### config.mk
export PLATFORM = sky130hd
export DESIGN_NAME = rc4_ctx_engine
export DESIGN_NICKNAME = d
export VERILOG_FILES = /design/src/rtl/rc4_pkg.sv /design/src/rtl/rc4_sbox.sv /design/src/rtl/rc4_mode_regs.sv /design/src/rtl/rc4_core_fsm.sv /design/src/rtl/rc4_ctx_engine.sv
export SDC_FILE = /design/constraint.sdc
export NUM_CORES = 2
export LEC_CHECK = 0
export BUFFER_PORTS_ARGS = -buffer_cell sky130_fd_sc_hd__buf_2
export CORE_ASPECT_RATIO = 0.9
export CORE_MARGIN = 1.5
export CORE_UTILIZATION = 45
export DETAILED_ROUTE_END_ITERATION = 10
export SLEW_MARGIN = 5
export SYNTH_ARGS = -nofsm -noshare
export SYNTH_HDL_FRONTEND = slang
export SYNTH_SLANG_ARGS = --single-unit
### constraint.sdc
create_clock -name clk -period 24.2 [get_ports clk]
set_input_delay 1.21 -clock clk [delete_from_list [all_inputs] [get_ports clk]]
set_output_delay 1.21 -clock clk [all_outputs]
set_load 0.02 [all_outputs]
### src/rtl/rc4_pkg.sv
package rc4_pkg;
    localparam int SBOX_N  = 256;
    localparam int SB_AW   = $clog2(SBOX_N);
    localparam int CTX_LEN = SBOX_N + 3;
    localparam int CNT_W   = $clog2(CTX_LEN + 1);
    localparam int MODE_W  = 3;
    localparam int BIT_PP  = 0;
    localparam int BIT_DC  = 1;
    localparam int BIT_CS  = 2;

    typedef enum logic [3:0] {
        ST_IDLE,
        ST_FILL,
        ST_KRD_I,
        ST_KRD_J,
        ST_KWR_J,
        ST_CTX_IN,
        ST_WAIT,
        ST_PRD_I,
        ST_PRD_J,
        ST_PWR_J,
        ST_POUT,
        ST_FLUSH,
        ST_DUMP
    } rc4_state_t;
endpackage

### src/rtl/rc4_sbox.sv
module rc4_sbox #(
    parameter int AW = 8
) (
    input  logic          clk,
    input  logic [AW-1:0] raddr,
    output logic [7:0]    rdata,
    input  logic          we,
    input  logic [AW-1:0] waddr,
    input  logic [7:0]    wdata
);
    localparam int DEPTH = 1 << AW;

    logic [7:0] mem [DEPTH];

    always_ff @(posedge clk) begin
        if (we) mem[waddr] <= wdata;
    end

    assign rdata = mem[raddr];
endmodule

### src/rtl/rc4_mode_regs.sv
module rc4_mode_regs
    import rc4_pkg::*;
#(
    parameter int KEY_MAX = 16,
    parameter int KIDX_W  = $clog2(KEY_MAX),
    parameter int KSZ_W   = $clog2(KEY_MAX + 1)
) (
    input  logic              clk,
    input  logic              rst_n,
    input  logic              reinit,
    input  logic              busy,
    input  logic              start,
    input  logic              mode_we,
    input  logic [7:0]        mode_wdata,
    input  logic              key_we,
    input  logic [KIDX_W-1:0] key_waddr,
    input  logic [7:0]        key_wdata,
    input  logic              ksz_we,
    input  logic [KSZ_W-1:0]  ksz_wdata,
    input  logic [KIDX_W-1:0] key_rd_idx,
    output logic [7:0]        key_byte,
    output logic [KSZ_W-1:0]  ksize_q,
    output logic              ksize_ok,
    output logic [MODE_W-1:0] mode_q,
    output logic              err_data,
    output logic              err_ctx,
    output logic              err_ksize
);
    localparam logic [7:0] LEGAL_MASK = 8'((1 << MODE_W) - 1);

    logic [7:0] key_q [KEY_MAX];
    logic       res_hit;

    assign res_hit  = |(mode_wdata & ~LEGAL_MASK);
    assign ksize_ok = (ksize_q != '0) && (int'(ksize_q) <= KEY_MAX);
    assign key_byte = key_q[key_rd_idx];

    always_ff @(posedge clk) begin
        for (int k = 0; k < KEY_MAX; k++) begin
            if (key_we && (int'(key_waddr) == k)) key_q[k] <= key_wdata;
        end
    end

    always_ff @(posedge clk or negedge rst_n) begin
        if (!rst_n) begin
            mode_q    <= '0;
            ksize_q   <= '0;
            err_data  <= 1'b0;
            err_ctx   <= 1'b0;
            err_ksize <= 1'b0;
        end else if (reinit) begin
            mode_q    <= '0;
            err_data  <= 1'b0;
            err_ctx   <= 1'b0;
            err_ksize <= 1'b0;
        end else begin
            if (mode_we) begin
                if (busy)    err_ctx  <= 1'b1;
                if (res_hit) err_data <= 1'b1;
                if (!busy && !res_hit) mode_q <= mode_wdata[MODE_W-1:0];
            end
            if (start && !busy && !mode_q[BIT_PP] && !ksize_ok) err_ksize <= 1'b1;
            if (ksz_we) ksize_q <= ksz_wdata;
        end
    end

    // re-initialise clears mode and all error flags
    a_r1_reinit_clear: assert property (@(posedge clk) disable iff (!rst_n)
        reinit |=> (mode_q == '0) && !err_data && !err_ctx && !err_ksize);

    // reserved bit write flags a data error and keeps the mode
    a_r2_reserved_err: assert property (@(posedge clk) disable iff (!rst_n)
        (mode_we && res_hit && !reinit) |=> err_data && $stable(mode_q));

    // mode write during a message flags a context error and keeps the mode
    a_r3_busy_write: assert property (@(posedge clk) disable iff (!rst_n)
        (mode_we && busy && !reinit) |=> err_ctx && $stable(mode_q));
endmodule

### src/rtl/rc4_core_fsm.sv
module rc4_core_fsm
    import rc4_pkg::*;
#(
    parameter int KEY_MAX = 16,
    parameter int KIDX_W  = $clog2(KEY_MAX),
    parameter int KSZ_W   = $clog2(KEY_MAX + 1)
) (
    input  logic              clk,
    input  logic              rst_n,
    input  logic              reinit,
    input  logic              start,
    input  logic              mode_pp,
    input  logic              mode_dc,
    input  logic              mode_cs,
    input  logic              ksize_ok,
    input  logic [KSZ_W-1:0]  ksize,
    input  logic [7:0]        key_byte,
    output logic [KIDX_W-1:0] key_idx,
    input  logic              ctx_we,
    input  logic [CNT_W-1:0]  ctx_idx,
    input  logic [7:0]        ctx_wdata,
    input  logic              in_valid,
    input  logic [7:0]        in_data,
    input  logic              in_last,
    output logic              in_ready,
    output logic              out_valid,
    output logic [7:0]        out_data,
    input  logic              out_ready,
    output logic              busy,
    output logic              done,
    output logic [SB_AW-1:0]  sb_raddr,
    input  logic [7:0]        sb_rdata,
    output logic              sb_we,
    output logic [SB_AW-1:0]  sb_waddr,
    output logic [7:0]        sb_wdata
);
    rc4_state_t state, state_n;

    logic [7:0]       i_q, j_q, si_q, sj_q;
    logic [CNT_W-1:0] cnt_q;
    logic [7:0]       ctx_byte;
    logic             out_fire;
    logic             out_free;

    assign out_fire = out_valid && out_ready;
    assign out_free = !out_valid || out_fire;
    assign busy     = (state != ST_IDLE);
    assign in_ready = (state == ST_CTX_IN) || (state == ST_POUT);

    // state register
    always_ff @(posedge clk or negedge rst_n) begin
        if (!rst_n)      state <= ST_IDLE;
        else if (reinit) state <= ST_IDLE;
        else             state <= state_n;
    end

    // next state and table port control
    always_comb begin
        state_n  = state;
        sb_raddr = i_q;
        sb_we    = 1'b0;
        sb_waddr = i_q;
        sb_wdata = 8'h00;
        unique case (state)
            ST_IDLE: begin
                if (ctx_we && (int'(ctx_idx) < SBOX_N)) begin
                    sb_we    = 1'b1;
                    sb_waddr = ctx_idx[SB_AW-1:0];
                    sb_wdata = ctx_wdata;
                end
                if (start) begin
                    if (mode_pp)       state_n = mode_cs ? ST_CTX_IN : ST_WAIT;
                    else if (ksize_ok) state_n = ST_FILL;
                end
            end
            ST_FILL: begin
                sb_we    = 1'b1;
                sb_waddr = cnt_q[SB_AW-1:0];
                sb_wdata = cnt_q[7:0];
                if (cnt_q[SB_AW-1:0] == '1) state_n = ST_KRD_I;
            end
            ST_KRD_I: begin
                sb_raddr = i_q;
                state_n  = ST_KRD_J;
            end
            ST_KRD_J: begin
                sb_raddr = j_q;
                sb_we    = 1'b1;
                sb_waddr = i_q;
                sb_wdata = sb_rdata;
                state_n  = ST_KWR_J;
            end
            ST_KWR_J: begin
                sb_we    = 1'b1;
                sb_waddr = j_q;
                sb_wdata = si_q;
                state_n  = (i_q == 8'hFF) ? ST_WAIT : ST_KRD_I;
            end
            ST_CTX_IN: begin
                if (in_valid) begin
                    if (int'(cnt_q) < SBOX_N) begin
                        sb_we    = 1'b1;
                        sb_waddr = cnt_q[SB_AW-1:0];
                        sb_wdata = in_data;
                    end
                    if (int'(cnt_q) == CTX_LEN - 1) state_n = ST_WAIT;
                end
            end
            ST_WAIT: begin
                if (in_valid && !out_valid) state_n = ST_PRD_I;
            end
            ST_PRD_I: begin
                sb_raddr = i_q + 8'd1;
                state_n  = ST_PRD_J;
            end
            ST_PRD_J: begin
                sb_raddr = j_q;
                sb_we    = 1'b1;
                sb_waddr = i_q;
                sb_wdata = sb_rdata;
                state_n  = ST_PWR_J;
            end
            ST_PWR_J: begin
                sb_we    = 1'b1;
                sb_waddr = j_q;
                sb_wdata = si_q;
                state_n  = ST_POUT;
            end
            ST_POUT: begin
                sb_raddr = si_q + sj_q;
                state_n  = in_last ? ST_FLUSH : ST_WAIT;
            end
            ST_FLUSH: begin
                if (out_free) state_n = mode_dc ? ST_DUMP : ST_IDLE;
            end
            ST_DUMP: begin
                sb_raddr = cnt_q[SB_AW-1:0];
                if (out_free && (int'(cnt_q) == CTX_LEN)) state_n = ST_IDLE;
            end
        endcase
    end

    always_comb begin
        if (int'(cnt_q) < SBOX_N)       ctx_byte = sb_rdata;
        else if (int'(cnt_q) == SBOX_N) ctx_byte = i_q;
        else if (int'(cnt_q) == SBOX_N + 1) ctx_byte = j_q;
        else                            ctx_byte = 8'h00;
    end

    // datapath and output registers
    always_ff @(posedge clk or negedge rst_n) begin
        if (!rst_n) begin
            i_q       <= '0;
            j_q       <= '0;
            si_q      <= '0;
            sj_q      <= '0;
            cnt_q     <= '0;
            key_idx   <= '0;
            out_valid <= 1'b0;
            out_data  <= '0;
            done      <= 1'b0;
        end else if (reinit) begin
            cnt_q     <= '0;
            out_valid <= 1'b0;
            done      <= 1'b0;
        end else begin
            done <= busy && (state_n == ST_IDLE);
            if (out_fire) out_valid <= 1'b0;
            case (state)
                ST_IDLE: begin
                    cnt_q <= '0;
                    if (ctx_we && (int'(ctx_idx) == SBOX_N))     i_q <= ctx_wdata;
                    if (ctx_we && (int'(ctx_idx) == SBOX_N + 1)) j_q <= ctx_wdata;
                end
                ST_FILL: begin
                    cnt_q <= cnt_q + 1'b1;
                    if (cnt_q[SB_AW-1:0] == '1) begin
                        i_q     <= '0;
                        j_q     <= '0;
                        key_idx <= '0;
                    end
                end
                ST_KRD_I: begin
                    si_q <= sb_rdata;
                    j_q  <= j_q + sb_rdata + key_byte;
                end
                ST_KWR_J: begin
                    i_q <= i_q + 8'd1;
                    if (KSZ_W'(key_idx) + KSZ_W'(1) == ksize) key_idx <= '0;
                    else                                     key_idx <= key_idx + 1'b1;
                    if (i_q == 8'hFF) j_q <= '0;
                end
                ST_CTX_IN: begin
                    if (in_valid) begin
                        cnt_q <= cnt_q + 1'b1;
                        if (int'(cnt_q) == SBOX_N)     i_q <= in_data;
                        if (int'(cnt_q) == SBOX_N + 1) j_q <= in_data;
                    end
                end
                ST_PRD_I: begin
                    si_q <= sb_rdata;
                    i_q  <= i_q + 8'd1;
                    j_q  <= j_q + sb_rdata;
                end
                ST_PRD_J: sj_q <= sb_rdata;
                ST_POUT: begin
                    out_data  <= in_data ^ sb_rdata;
                    out_valid <= 1'b1;
                    cnt_q     <= '0;
                end
                ST_DUMP: begin
                    if (out_free && (int'(cnt_q) != CTX_LEN)) begin
                        out_data  <= ctx_byte;
                        out_valid <= 1'b1;
                        cnt_q     <= cnt_q + 1'b1;
                    end
                end
                default: ;
            endcase
        end
    end

    // an offered output byte holds until taken
    a_r11_out_hold: assert property (@(posedge clk) disable iff (!rst_n || reinit)
        (out_valid && !out_ready) |=> out_valid && $stable(out_data));

    // a bad key length keeps the sequencer idle
    a_r4_ksize_block: assert property (@(posedge clk) disable iff (!rst_n || reinit)
        (state == ST_IDLE && start && !mode_pp && !ksize_ok) |=> (state == ST_IDLE));

    // an accepted start makes the engine busy on the next cycle
    a_r12_busy_rise: assert property (@(posedge clk) disable iff (!rst_n || reinit)
        (state == ST_IDLE && start && (mode_pp || ksize_ok)) |=> busy);

    // done is a single-cycle pulse
    a_r12_done_pulse: assert property (@(posedge clk) disable iff (!rst_n || reinit)
        done |=> !done);

    // context burst bytes are taken only while the counter is in range
    a_r9_ctx_count: assert property (@(posedge clk) disable iff (!rst_n || reinit)
        (state == ST_CTX_IN) |-> (int'(cnt_q) < CTX_LEN));
endmodule

### src/rtl/rc4_ctx_engine.sv
module rc4_ctx_engine
    import rc4_pkg::*;
#(
    parameter int KEY_MAX = 16,
    parameter int KIDX_W  = $clog2(KEY_MAX),
    parameter int KSZ_W   = $clog2(KEY_MAX + 1)
) (
    input  logic              clk,
    input  logic              rst_n,
    input  logic              reinit,
    input  logic              start,
    input  logic              mode_we,
    input  logic [7:0]        mode_wdata,
    output logic [MODE_W-1:0] mode_rdata,
    input  logic              key_we,
    input  logic [KIDX_W-1:0] key_waddr,
    input  logic [7:0]        key_wdata,
    input  logic              ksize_we,
    input  logic [KSZ_W-1:0]  ksize_wdata,
    input  logic              ctx_we,
    input  logic [CNT_W-1:0]  ctx_idx,
    input  logic [7:0]        ctx_wdata,
    input  logic              in_valid,
    input  logic [7:0]        in_data,
    input  logic              in_last,
    output logic              in_ready,
    output logic              out_valid,
    output logic [7:0]        out_data,
    input  logic              out_ready,
    output logic              busy,
    output logic              done,
    output logic              err_data,
    output logic              err_ctx,
    output logic              err_ksize
);
    logic [7:0]        key_byte;
    logic [KIDX_W-1:0] key_idx;
    logic [KSZ_W-1:0]  ksize_q;
    logic              ksize_ok;
    logic [MODE_W-1:0] mode_q;
    logic [SB_AW-1:0]  sb_raddr, sb_waddr;
    logic [7:0]        sb_rdata, sb_wdata;
    logic              sb_we;

    assign mode_rdata = mode_q;

    rc4_mode_regs #(.KEY_MAX(KEY_MAX), .KIDX_W(KIDX_W), .KSZ_W(KSZ_W)) u_regs (
        .clk(clk), .rst_n(rst_n), .reinit(reinit), .busy(busy), .start(start),
        .mode_we(mode_we), .mode_wdata(mode_wdata),
        .key_we(key_we), .key_waddr(key_waddr), .key_wdata(key_wdata),
        .ksz_we(ksize_we), .ksz_wdata(ksize_wdata),
        .key_rd_idx(key_idx), .key_byte(key_byte),
        .ksize_q(ksize_q), .ksize_ok(ksize_ok), .mode_q(mode_q),
        .err_data(err_data), .err_ctx(err_ctx), .err_ksize(err_ksize)
    );

    rc4_core_fsm #(.KEY_MAX(KEY_MAX), .KIDX_W(KIDX_W), .KSZ_W(KSZ_W)) u_fsm (
        .clk(clk), .rst_n(rst_n), .reinit(reinit), .start(start),
        .mode_pp(mode_q[BIT_PP]), .mode_dc(mode_q[BIT_DC]), .mode_cs(mode_q[BIT_CS]),
        .ksize_ok(ksize_ok), .ksize(ksize_q), .key_byte(key_byte), .key_idx(key_idx),
        .ctx_we(ctx_we), .ctx_idx(ctx_idx), .ctx_wdata(ctx_wdata),
        .in_valid(in_valid), .in_data(in_data), .in_last(in_last), .in_ready(in_ready),
        .out_valid(out_valid), .out_data(out_data), .out_ready(out_ready),
        .busy(busy), .done(done),
        .sb_raddr(sb_raddr), .sb_rdata(sb_rdata), .sb_we(sb_we),
        .sb_waddr(sb_waddr), .sb_wdata(sb_wdata)
    );

    rc4_sbox #(.AW(SB_AW)) u_sbox (
        .clk(clk), .raddr(sb_raddr), .rdata(sb_rdata),
        .we(sb_we), .waddr(sb_waddr), .wdata(sb_wdata)
    );
endmodule

Word level (Yosys, flattened, before mapping):

Memory sizes are Yosys's and may differ from the RTL's.
Cells that the tools add are included.

* shift-type cells: 0
* multipliers: 0
* multiplexer cells: 145
* reduce and logical (&&, ||, !) cells: 84
* add/subtract/negate cells: 7
* eq/ne operators: 47
* $lt $le $gt $ge: 3
* divide/modulo/power cells: 0
* bitwise gates (word level): 2

Operator list (count)
* $mux W8: 33
* $reduce_or A8 Y1: 15
* $mux W4: 29
* $pmux W8 S4: 3
* $mux W1: 64
* $eq A9 B9 Y1 const B: 6
* $eq A4 B4 Y1 const B: 13
* $pmux W4 S13: 1
* $pmux W8 S6: 1
* $pmux W8 S5: 1
* $pmux W9 S4: 1
* $eq A4 B3 Y1 const B: 8
* $logic_and A1 B1 Y1: 29
* $mux W9: 3
* $add A8 B8 Y8: 3
* $lt A9 B9 Y1 const B: 2
* $eq A4 B2 Y1 const B: 4
* $eq A8 B8 Y1 const B: 2
* $pmux W8 S2: 1
* $reduce_bool A2 Y1: 7
* $logic_not A4 Y1: 3
* $mux W3: 4
* $reduce_and A2 Y1: 6
* $ne A2 B1 Y1 const B: 5
* other kinds (27): 44

* bits in latches: 0
* bits in registers: 70
* bits in writable memories: 2176
* output and inout bits: 18
* memories kept: 2
* memory bits (read-only): 0

Memory list
* u_sbox.mem: depth 256, width 8, rd ports 1, clocked after Yosys merged registers in 0, wr ports 1, RTL line rc4_sbox.sv:13 `logic [7:0] mem [DEPTH];`
* u_regs.key_q: depth 16, width 8, rd ports 1, clocked after Yosys merged registers in 0, wr ports 1, RTL line rc4_mode_regs.sv:31 `logic [7:0] key_q [KEY_MAX];`

Depth between registers and ports, before layout:

* depth in word-level cells: 20
* gate-level depth with buffers: 36
* mapped depth without buffers: 30

By module:

From an unflattened synthesis, not the netlist that was laid out.

* cell total of the unflattened synthesis: 4618
* area, all modules: 90162.7 um^2

By module, submodules not included
* rc4_sbox: sequential area each 61499.0 um^2, instances 1, area an instance 79396.1 um^2, cells an instance 3725
* rc4_core_fsm: sequential area each 1476.4 um^2, instances 1, area an instance 5406.4 um^2, cells an instance 638
* rc4_mode_regs: sequential area each 4119.0 um^2, instances 1, area an instance 5360.1 um^2, cells an instance 255

Worst setup path before layout:

Ideal clock, no wire load.

* path type: register -> register
* from: register u_fsm.si_q[0]
* to: memory u_sbox.mem[0][0] (data pin)
* clock period less this slack: 15471 ps
* cell stages (with the launch flop): 19
* slack: 8729 ps
* data arrival time: 13283 ps
* library setup time: 2187 ps
* cell sequence: dfrtp_1 ha_1 inv_1 fa_1 xnor2_1 o211a_4 a211o_1 buf_6 buf_6 buf_6 buf_4 buf_6 a211oi_1 a31oi_1 a2111oi_0 nand4_1 and4_1 clkbuf_1 o21ai_0

* cells in the longest elaborated chain, start to end: 4

Ends and longest elaborated chain
* start: declaration: RTL line rc4_core_fsm.sv:39 `logic [7:0] i_q, j_q, si_q, sj_q;`
* start signal: assignment: RTL line rc4_core_fsm.sv:184 `si_q <= sb_rdata;`
* start signal: assignment: RTL line rc4_core_fsm.sv:201 `si_q <= sb_rdata;`
* $add A8 B8 Y8: RTL line rc4_core_fsm.sv:130 `sb_raddr = si_q + sj_q;`
* $pmux W8 S4: RTL line rc4_core_fsm.sv:64 `unique case (state)`
* $mem_v2 Z256 W8
* $pmux W8 S5 (*): RTL line rc4_core_fsm.sv:64
* named net sb_wdata[0]: RTL line rc4_ctx_engine.sv:42 `logic [7:0] sb_rdata, sb_wdata;`
* end: declaration: RTL line rc4_sbox.sv:13

The timed path passes the listed nets; every way through them passes the cells marked *.

Final worst setup path:

* from: register u_fsm.state[3]
* to: register u_fsm.j_q[7]

* cells in the longest elaborated chain, start to end: 7
* elaborated cells between the ends (all ways): 23
* those cells by class: add/sub (2); eq/ne (14); mux (2); reduce/logical (4); memory (1)

Ends and longest elaborated chain
* start: declaration: RTL line rc4_core_fsm.sv:37 `rc4_state_t state, state_n;`
* start signal: assignment: RTL line rc4_core_fsm.sv:54 `else state <= state_n;`
* $eq A4 B2 Y1 / $eq A4 B4 Y1 (equally long branches): RTL line rc4_core_fsm.sv:64
* $reduce_or A2 Y1 (no line)
* $pmux W8 S4 (*): RTL line rc4_core_fsm.sv:64
* $mem_v2 Z256 W8 (*)
* named net sb_rdata[3]: RTL line rc4_ctx_engine.sv:42
* $add A8 B8 Y8 (*): RTL line rc4_core_fsm.sv:185, rc4_core_fsm.sv:203
* $add A8 B8 Y8: RTL line rc4_core_fsm.sv:185 `j_q <= j_q + sb_rdata + key_byte;`
* $pmux W8 S6 (*): RTL line rc4_core_fsm.sv:169 `case (state)`
* end signal: assignment: RTL line rc4_core_fsm.sv:185
* end signal: assignment: RTL line rc4_core_fsm.sv:203 `j_q <= j_q + sb_rdata;`
* end: declaration: RTL line rc4_core_fsm.sv:39

Marks and branches as above.
A chain may end at the register's enable or synchronous reset.

==> reports/results.tsv <==
stage	metric	value	unit
logic_synthesis	Post-synth EDFFs	2176	
sta	Fin Clk Skew	0.0543	ns
die	I/O pin cnt	79	
critical_path	Reg-to-Reg Start	u_fsm.state[3]	
logic_synthesis	ys async rst share	0.0312	
power_and_ir_drop	VDD IR max	127	uV
critical_path	path depth of the worst reg2reg path	27	
critical_path	r2r endpoint	u_fsm.j_q[7]	
route	vias per inst	6.23	
placed_design	# port buffers	78	
logic_synthesis	Mapped Nets	6971	
clock_tree	Clock Latency Late Sink	0.88	ns
critical_path	Worst R2R Setup Slack	14.11	ns
critical_path	Critical Path AT	10.81	ns
power_and_ir_drop	Leak	34.4	nW
clock_tree	hold_buf cts	0	
clock_tree	Clock transition at path regs	0.06	ns
critical_path	WS Path Type	register to register	
route	# DRC	0	
sta	Tightest Pin Transition	1.43	ns
clock_tree	root buf cell	clkbuf_16	
power_and_ir_drop	Sw Pwr	6.18	mW
layout	Area Growth Syn to Fin	10.1	%
global_routing	largest net degree at the start of global routing	201	
die	core footprint	0.206	mm^2
logic_synthesis	Unique masters post-synth	94	
sta	Slew HR	0.0378	
route	drt wl/cell	29.6	um
power_and_ir_drop	Power Density	141	mW/mm^2
placed_design	GPL Wtd Cong	0.911	
flow_run	MaxCap Viol Count	0	
die	Die Height	434	um
worst_hold_path	type of the most critical hold path	primary input to async pin	
global_routing	first-pass GRT wire length	414000	um
clock_tree	Max clock buf depth	3	
logic_synthesis	Post-Syn Area per Cell	13.5	um^2
route	vias post-DR	60819	
sta	final hold violations	0	
power_and_ir_drop	internal power	8.30	mW
power_and_ir_drop	clock network power share	0.225	
clock_tree	post-CTS setup buffer count	0	
sta	Setup Total Neg Slack	0	ns
global_routing	global route overflow	0	
global_routing	vias in the first global route	57026	
die	starting density of the core	0.452	
clock_tree	htree depth	4	
sta	Final period util	0.417	
outcome	outcome	finished clean	
power_and_ir_drop	sequential power share	0.349	
layout	final net count	6950	
logic_synthesis	register bit count reported by yosys	2246	
die	Die W	482	um
logic_synthesis	Syn. warnings	0	
global_routing	GRT Total Usage	0.273	
clock_tree	CTS tree	done	
placed_design	detailed placer's ending HPWL	170000	um
clock_tree	Inserted Clock Buffers	218	
critical_path	Worst setup EP type	register	
clock_tree	TritonCTS Sinks	2246	
sta	Max Fclk	0.0991	GHz
critical_path	required time of the critical path	24.92	ns
clock_tree	PostCTS Resize Cnt	0	
route	final wirelength	289000	um
route	Post-DRT Antenna Nets	0	
logic_synthesis	Syn Inst Count	6880	
logic_synthesis	top_reg_cell synth	edfxtp_1	
power_and_ir_drop	Logic pwr share	0.427	
logic_synthesis	synthesized area	0.0930	mm^2
sta	# setup viols final	0	
route	drt initial violations	8653	
die	Rows	158	
sta	Final Critical Period	10.09	ns
logic_synthesis	Seq/Total Area, Yosys	0.721	
critical_path	CP startpoint kind	register	
sta	final slew viol count	0	
critical_path	CP max FO	98	
power_and_ir_drop	Sw Ratio	0.427	
sta	Worst Hold Margin	0.484	ns
layout	layout cells sized above 1	0.0876	
route	Pre-antenna DRT Iters	9	
global_routing	initial antenna violation count	23	
sta	RSZ-0062 raised after global routing	no	
die	die area	0.209	mm^2
## placed cells by master, fill, tap and decap left out, types with 13 or more instances in the layout
master	n
nor2_1	357
buf_12	14
inv_1	40
mux2_2	22
a211oi_1	119
ha_1	27
nand4_1	31
nor4_1	35
a31oi_1	143
a2111oi_0	21
a32oi_1	119
o211ai_1	16
clkbuf_1	53
nand3_1	600
mux2i_1	285
a22oi_1	30
o22ai_1	38
a311oi_1	35
clkbuf_16	219
a21oi_1	155
dfrtp_1	69
a221oi_1	36
nor2b_1	18
clkinv_1	52
mux4_2	29
edfxtp_1	2176
a222oi_1	13
clkinv_2	38
nand2_1	1496
o21ai_0	111
buf_4	135
nand2b_1	21
buf_2	77
nor3_1	25
and3_1	113
xnor2_1	23
## cells by family (layout without fill, tap and decap cells)
logic type / count (synthesis) / after routing / synth area share
AO/OA/AOI/OAI: 944 / 944 / 0.0713
XOR/XNOR: 36 / 36 / 0.00354
adder cells (fa/ha/maj): 30 / 30 / 0.00428
buffers and inverters: 509 / 662 / 0.0291
flip-flops: 2246 / 2246 / 0.721
multiplexers: 336 / 336 / 0.0404
other: 0 / 6 / 0
AND/OR/NAND/NOR: 2779 / 2779 / 0.130
## sequential cells by signal, summed over array words and instances (netlist names), 3 cells and up
signal	flops
u_sbox.mem	2048
u_fsm.si_q	8
u_fsm.i_q	8
u_fsm.cnt_q	9
u_fsm.state	4
u_regs.ksize_q	5
u_fsm.sj_q	8
u_regs.key_q	128
u_fsm.j_q	8
u_regs.mode_q	3
u_fsm.out_data	8
u_fsm.key_idx	4
## final cells by class
cell class / instances / area, um^2
diodes: 6 / 15.0
fillers: 17510 / 103000
well taps: 2720 / 3400
flip-flops and latches: 2246 / 67100
repair buffers: 226 / 1680
inverters: 42 / 158
multi-input cells: 4125 / 23300
clock buffers: 276 / 5730
clock inverters: 118 / 961
## synthesized netlist by cell type (22+ instances only)
cell type | n | area [um^2]
a211oi_1 | 119 | 893
a21oi_1 | 155 | 776
a221oi_1 | 36 | 315
a22oi_1 | 30 | 225
a311oi_1 | 35 | 307
a31oi_1 | 143 | 895
a32oi_1 | 119 | 1040
and3_1 | 113 | 707
buf_1 | 24 | 90.1
buf_2 | 176 | 881
buf_4 | 100 | 751
buf_6 | 27 | 304
clkbuf_1 | 139 | 522
dfrtp_1 | 70 | 1750
edfxtp_1 | 2176 | 65300
ha_1 | 27 | 338
inv_1 | 40 | 150
mux2_2 | 22 | 248
mux2i_1 | 285 | 2850
mux4_2 | 29 | 653
nand2_1 | 1496 | 5620
nand3_1 | 602 | 3010
nand4_1 | 31 | 194
nor2_1 | 362 | 1360
nor3_1 | 25 | 125
nor4_1 | 36 | 225
o21ai_0 | 113 | 566
o22ai_1 | 39 | 244
xnor2_1 | 23 | 201
## per-stage QoR
| stage | std cells | setup WS [ns] | util | area [um^2] | total power, mW |
|---|---|---|---|---|---|
| floorplan | 6880 | 8.73 | - | 93000 | 9.16 |
| global placement | 9359 | 14.42 | 0.465 | 95700 | 11.1 |
| detailed placement | 9359 | 14.36 | 0.465 | 95700 | 11.2 |
| CTS | 9753 | 14.34 | 0.497 | 102000 | 14.4 |
| global route | 9754 | 13.80 | 0.497 | 102000 | 15.0 |
| finish | 9759 | 14.11 | 0.498 | 102000 | 14.5 |
## layer usage
layer | track usage | up-vias | routed length, um
met3 | 0.0652 | 585 | 33100
met2 | 0.403 | 3719 | 128000
met5 | 0 | - | 65
met1 | 0.395 | 30596 | 118000
li1 | - | 25909 | -
met4 | 0.0962 | 10 | 10600
## critical path: stages, from the launching register on
cell	delay, ns
dfrtp_1	0.33
buf_4	0.35
or3b_1	0.51
a21oi_1	0.28
o211ai_1	0.24
buf_4	0.33
nand2_8	0.50
buf_12	0.49
buf_4	0.70
buf_4	0.65
nand2_1	0.12
a32oi_1	0.30
a31oi_1	0.20
nor4_1	0.92
nand4_1	0.73
and4_1	0.71
inv_1	0.13
ha_1	0.27
a21oi_1	0.21
xnor2_1	0.18
ha_1	0.30
a21oi_1	0.25
o21bai_1	0.09
a21oi_1	0.21
xnor2_1	0.16
xnor3_1	0.25
a221oi_2	0.22
nor3_1	0.07
## power by group through the flow
stage | Sequential (mW) | Combinational [mW] | Clock (mW)
after global placement | 5.12 | 5.98 | 0
after floorplan | 5.44 | 3.72 | 0
final | 5.05 | 6.18 | 3.25
after detailed placement | 5.12 | 6.03 | 0
after global routing | 5.05 | 6.49 | 3.42
after CTS | 5.04 | 6.05 | 3.28
## worst max path at each step
stage                   start               end  slack (ns)  cells past startpoint
2_1_floorplan   u_fsm.si_q[0]  u_sbox.mem[0][0]        8.73                     18
3_3_place_gp   u_fsm.state[3]      u_fsm.j_q[7]       14.42                     30
3_5_place_dp   u_fsm.state[3]      u_fsm.j_q[7]       14.36                     30
4_1_cts        u_fsm.state[3]      u_fsm.j_q[7]       14.34                     30
5_1_grt        u_fsm.state[3]      u_fsm.j_q[7]       13.80                     30
6_report       u_fsm.state[3]      u_fsm.j_q[7]       14.11                     27
Power figures use the tool's default switching activity.
